[src/rtl/pau_pkg.sv]
package pau_pkg;
  localparam int unsigned DW    = 8;   // data and bus width
  localparam int unsigned IW    = 18;  // instruction width
  localparam int unsigned DIR_W = 5;   // direct address field width
  localparam logic [4:0]  MAJOR_MEMIO = 5'b11110;

  // operation bits: [2] scratch, [1] indirect, [0] read
  typedef struct packed {
    logic          valid;
    logic          is_spad;
    logic          indirect;
    logic          is_read;
    logic [DW-1:0] addr;
    logic [DW-1:0] wdata;
  } mcmd_t;

  function automatic logic [DW-1:0] bus_addr(input logic indirect,
                                             input logic [DIR_W-1:0] imm,
                                             input logic [DW-1:0] rb);
    return indirect ? rb : {{(DW-DIR_W){1'b0}}, imm};
  endfunction

  function automatic logic [DW-1:0] pick_load(input logic is_spad,
                                              input logic ext_route,
                                              input logic [DW-1:0] pdin,
                                              input logic [DW-1:0] xdin,
                                              input logic [DW-1:0] idin);
    if (!is_spad)  return pdin;
    if (ext_route) return xdin;
    return idin;
  endfunction
endpackage

[src/rtl/pau_decode.sv]
module pau_decode
  import pau_pkg::*;
(
  input  logic [IW-1:0] instr,
  input  logic [DW-1:0] rd_val,
  input  logic [DW-1:0] rb_val,
  output mcmd_t         cmd
);
  logic [2:0] op;
  assign op = instr[2:0];

  always_comb begin
    cmd          = '0;
    cmd.valid    = (instr[IW-1:IW-5] == MAJOR_MEMIO);
    cmd.is_spad  = op[2];
    cmd.indirect = op[1];
    cmd.is_read  = op[0];
    cmd.addr     = bus_addr(op[1], instr[DIR_W+2:3], rb_val);
    cmd.wdata    = rd_val;
  end
endmodule

[src/rtl/pau_seq.sv]
module pau_seq
  import pau_pkg::*;
(
  input  logic  clk,
  input  logic  rst_n,
  input  logic  exec_en,
  input  mcmd_t cmd_in,
  output logic  start_evt,
  output logic  in_second,
  output mcmd_t cmd_q
);
  assign start_evt = exec_en & ~in_second;

  always_ff @(posedge clk or negedge rst_n) begin
    if (!rst_n) begin
      in_second <= 1'b0;
      cmd_q     <= '0;
    end else begin
      in_second <= start_evt;
      if (start_evt) cmd_q <= cmd_in;
    end
  end
endmodule

[src/rtl/pau_spad.sv]
module pau_spad
  import pau_pkg::*;
#(
  parameter int unsigned WORDS = 32,
  localparam int unsigned AW   = $clog2(WORDS)
) (
  input  logic          clk,
  input  logic          rst_n,
  input  logic          we,
  input  logic [AW-1:0] idx,
  input  logic [DW-1:0] wdata,
  output logic [DW-1:0] rdata
);
  logic [DW-1:0] mem [WORDS];

  for (genvar g = 0; g < WORDS; g++) begin : g_word
    always_ff @(posedge clk or negedge rst_n) begin
      if (!rst_n)                               mem[g] <= '0;
      else if (we && (idx == AW'(g)))           mem[g] <= wdata;
    end
  end

  assign rdata = mem[idx];
endmodule

[src/rtl/portmem_unit.sv]
module portmem_unit
  import pau_pkg::*;
#(
  parameter int unsigned EXT_SPAD   = 1,
  parameter int unsigned SPAD_WORDS = 32,
  localparam int unsigned SAW       = $clog2(SPAD_WORDS),
  localparam logic HAS_EXT          = (EXT_SPAD != 0)
) (
  input  logic          clk,
  input  logic          rst_n,
  input  logic          exec_en,
  input  logic [17:0]   instr,
  input  logic [7:0]    rd_val,
  input  logic [7:0]    rb_val,
  input  logic [7:0]    port_din,
  input  logic [7:0]    xmem_din,
  output logic [7:0]    port_addr,
  output logic [7:0]    port_dout,
  output logic          port_rd,
  output logic          port_wr,
  output logic          xmem_rd,
  output logic          xmem_wr,
  output logic          load_valid,
  output logic [7:0]    load_data
);
  mcmd_t         dec_cmd, cmd_q;
  logic          start_evt, in_second;
  logic          act, ext_route, int_we, rd_evt, start_port_op;
  logic [DW-1:0] spad_rdata;

  pau_decode u_dec (
    .instr(instr), .rd_val(rd_val), .rb_val(rb_val), .cmd(dec_cmd)
  );

  pau_seq u_seq (
    .clk(clk), .rst_n(rst_n), .exec_en(exec_en), .cmd_in(dec_cmd),
    .start_evt(start_evt), .in_second(in_second), .cmd_q(cmd_q)
  );

  // named events for the checker
  assign start_port_op = start_evt & dec_cmd.valid & ~dec_cmd.is_spad;
  assign act           = in_second & cmd_q.valid;
  assign ext_route     = HAS_EXT & cmd_q.is_spad & cmd_q.indirect;
  assign rd_evt        = act & cmd_q.is_read;
  assign int_we        = act & cmd_q.is_spad & ~ext_route & ~cmd_q.is_read;

  assign port_rd = act & ~cmd_q.is_spad &  cmd_q.is_read;
  assign port_wr = act & ~cmd_q.is_spad & ~cmd_q.is_read;
  assign xmem_rd = act & ext_route      &  cmd_q.is_read;
  assign xmem_wr = act & ext_route      & ~cmd_q.is_read;

  always_comb begin
    if (in_second)                        port_addr = cmd_q.valid ? cmd_q.addr : '0;
    else if (start_evt && dec_cmd.valid)  port_addr = dec_cmd.addr;
    else                                  port_addr = '0;
  end

  assign port_dout = (port_wr | xmem_wr) ? cmd_q.wdata : '0;

  pau_spad #(.WORDS(SPAD_WORDS)) u_spad (
    .clk(clk), .rst_n(rst_n), .we(int_we),
    .idx(cmd_q.addr[SAW-1:0]), .wdata(cmd_q.wdata), .rdata(spad_rdata)
  );

  always_ff @(posedge clk or negedge rst_n) begin
    if (!rst_n) begin
      load_valid <= 1'b0;
      load_data  <= '0;
    end else begin
      load_valid <= rd_evt;
      if (rd_evt)
        load_data <= pick_load(cmd_q.is_spad, ext_route, port_din, xmem_din, spad_rdata);
    end
  end
endmodule

[config.mk]
export PLATFORM = sky130hd
export DESIGN_NAME = portmem_unit
export DESIGN_NICKNAME = d
export VERILOG_FILES = /design/src/rtl/pau_pkg.sv /design/src/rtl/pau_decode.sv /design/src/rtl/pau_seq.sv /design/src/rtl/pau_spad.sv /design/src/rtl/portmem_unit.sv
export SDC_FILE = /design/constraint.sdc
export NUM_CORES = 1
export LEC_CHECK = 0
export BUFFER_PORTS_ARGS = -buffer_cell sky130_fd_sc_hd__buf_2
export CORE_MARGIN = 2
export CORE_UTILIZATION = 60
export DETAILED_ROUTE_END_ITERATION = 7
export PLACE_DENSITY = 0.81
export SYNTH_ARGS = -nofsm -noshare
export SYNTH_HDL_FRONTEND = slang
export SYNTH_SLANG_ARGS = --single-unit
export TNS_END_PERCENT = 20
[constraint.sdc]
create_clock -name clk -period 2.1 [get_ports clk]
set_input_delay 0.21 -clock clk [delete_from_list [all_inputs] [get_ports clk]]
set_output_delay 0.21 -clock clk [all_outputs]
set_load 0.02 [all_outputs]
==> summary.md <==
| Metric | Value |
|---|---|
| Pwr Density | `779.3 nW/um^2` |
| RSZ-0062 raised after global routing | `yes` |
| CTS Buf Count | `29` |
| Clk_lat worst skew | `550 ps` |
| H-Tree Depth | `1` |
| Final Hold Slack | `13.42 ps` |
| Post-Route Skew | `18.36 ps` |
| Crit path cell chain | `buf_4 > buf_4 > mux4_2 > mux2_2 > a2111oi_4 > o31ai_1` |
| Final cell count without fillers | `1386` |
| Filler cells | `1282` |
| # IOs | `82` |
| Vias in the first global route | `9327` |
| Crit-path leading delay family | `multiplexers` |
| Final period util | `103.5%` |
| Final Instance Area | `16290 sq um` |
| Routability-driven placement congestion ratio | `0.9498` |
| Drt drc | `0` |
| Total GRT Usage | `29.53%` |
| Crit path largest cell delay | `520 ps` |
| Max Root-Sink Buffers | `3` |
| Seq/Total Area, Yosys | `53.73%` |
| Fmax | `460.0 MHz` |
| Largest net degree at the start of global routing | `78` |
| Via-to-Cell Ratio | `6.356` |
| HP Class | `in -> reg` |
| Clock power frac | `41.1%` |
| Yosys cell types | `38` |
| Die W | `153 um` |
| CP bufs+invs | `2` |
| Per-cell routed wire length | `24.69 um` |
| Final Setup Violations | `2` |
| Period minus WS final | `2174 ps` |
| Ys Warns | `0` |
| Clock transition at path regs | `60 ps` |
| Placed standard-cell area | `14630 sq um` |
| Post-synthesis register bit count | `286` |
| Area fraction of the dominant cell type after synthesis | `53.73%` |
| Vias | `8809` |
| Nature of the critical path endpoint | `flop` |
| Violated checks | `negative setup slack` |
| P&R area growth vs syn | `22.28%` |
| Number of flops mapped to enable cells by yosys | `0` |
| Top cells by area, synth | `dfrtp_1, mux2_2, mux4_2` |
| Slowest CP cell | `dfrtp_4` |
| Internal | `9.394 mW` |
| Die height | `153 um` |
| Peak VDD IR | `0.7598 mV` |
| Most frequent cells in the layout | `dfrtp_1, mux2_2, buf_2` |
| Syn_area_per_cell | `14.31 sq um` |
| Net Switching | `3.300 mW` |
| Total Power | `12.69 mW` |
| CP Max Fanout | `4` |
| Die Footprint | `23410 sq um` |
| Final Hold Viols | `0` |
| Final wirelength | `34220 um` |
| Post-route antenna net violation count | `0` |
| Pre-CTS WS | `-223.1 ps` |
| Slew @ Worst Pin | `713.4 ps` |
| CTS tree | `done` |
| Reg power frac | `45.8%` |
| Area of the core | `21820 sq um` |
| Startpoint types | `flop` |
| Commonest non-fill, non-tap cell in the layout | `dfrtp_1` |
| Initial antenna violation count | `0` |
| Critical path data required time | `2500 ps` |
| Detailed-placement wirelength estimate | `22010 um` |
| Core Util, Final | `74.64%` |
| Async set or reset register ratio after synthesis | `100.0%` |
| Worst rel slew slack | `52.44%` |
| Leakage power | `8.008 nW` |
| CP Class | `reg -> reg` |
| Gr ovfl total | `0` |
| Max cap viols | `0` |
| Mapped Cells | `931` |
| Site Rows | `54` |
| CP arrival | `2580 ps` |
| N_diodes | `0` |
| First-pass GRT wire length | `53630 um` |
| Final nets | `1139` |
| Total iterations of the first detailed-routing run | `5` |
| 1st-iter DRT viols | `552` |
| PortBufs | `76` |
| Ys flop type | `dfrtp_1` |
| Slew Viols, Final | `0` |
| Switching Share | `25.99%` |
| Synth area leader | `dfrtp_1` |
| Gate power share | `13.1%` |
| Proportion of layout cells with a drive suffix above 1 | `50.45%` |
| Setup TNS | `-80.70 ps` |
| Status | `finished, violations left` |
| Top cell by count, worst path | `buf_4` |
| Initial core utilization | `61.04%` |
| Post-Syn Nets | `984` |
| Clock Sinks | `286` |
| Dpl cells | `1306` |
| Root Buffer | `clkbuf_16` |
| Mapped cell area | `13320 sq um` |
| PnR worst setup slack | `-74.15 ps` |
power by group through the flow:
stage	sequential [mW]	clock (mW)	combinational, mW
after floorplan	5.82	0	0.798
after global placement	5.92	0	1.36
after detailed placement	5.92	0	1.38
after CTS	5.80	5.27	1.59
after global routing	5.82	5.51	1.76
final	5.81	5.22	1.66
cells in the mapped netlist (all sizes together), types with 9 or more instances:
master  number
dfrtp      286
mux2       269
nand2       63
mux4        48
clkbuf      44
mux2i       32
buf         25
nor2        22
o21ai       19
a22o        16
and2        11
nor2b       11
o221ai      10
nand3        9
cells by family (layout without fill, tap and decap cells):
| logic type | Yosys count | in the layout | synth area share [%] |
|---|---|---|---|
| AOI/OAI and AO/OA | 84 | 84 | 5.072 |
| buffers and inverters | 74 | 249 | 2.546 |
| DFF | 286 | 286 | 53.73 |
| muxes | 349 | 349 | 33.46 |
| and+or+nand+nor | 138 | 138 | 5.194 |
worst register-to-register path: cells and delay by family (launching register included):
kind | cells | cell delay [ps]
DFF | 1 | 520
buffers and inverters | 2 | 300
muxes | 2 | 730
AOI/OAI and AO/OA | 2 | 490
state kept, by name (all words and copies together) (netlist names):
name             flops
load_data            8
load_valid           1
u_seq.cmd_q         20
u_spad.mem         256
u_seq.in_second      1
metal layers:
metal	wire [um]	vias to the layer above	GRT usage, %
met2	17160	318	48.77
met3	1834	101	4.877
met4	1305	0	11.82
met5	0	-	0
met1	13920	4619	39.60
li1	-	3771	-
final cells by class:
cell class / instances / area [sq um] / share of cell area, %
multi-input combinational: 571 / 6098 / 37.44
clock inverter: 9 / 95.09 / 0.5838
inverter: 5 / 18.77 / 0.1152
sequential: 286 / 7166 / 43.99
tap: 280 / 350.3 / 2.151
timing repair buffer: 193 / 1685 / 10.35
clock buffer: 42 / 874.6 / 5.369
final timing paths:
check	to	cells past startpoint	startpoint	slack, ps
max	load_data[0]	6	u_seq.cmd_q[9]	-70
min	u_seq.cmd_q[10]	4	rb_val[2]	10
max reg2reg	load_data[0]	6	u_seq.cmd_q[9]	-70
min reg2reg	u_spad.mem[117]	1	u_spad.mem[117]	480
max in group asynchronous	u_spad.mem[102]	3	rst_n	1240
min in group asynchronous	u_spad.mem[131]	2	rst_n	140
what timing repair did:
action	in CTS	in global routing
hold buffers	18	0
endpoints found under the hold margin	300	0
pin swaps	10	6
gates resized for setup	27	49
gates cloned	2	0
endpoints found under the setup margin	130	149
setup buffers	9	0
No activity file was read; power rests on OpenSTA's default activity.
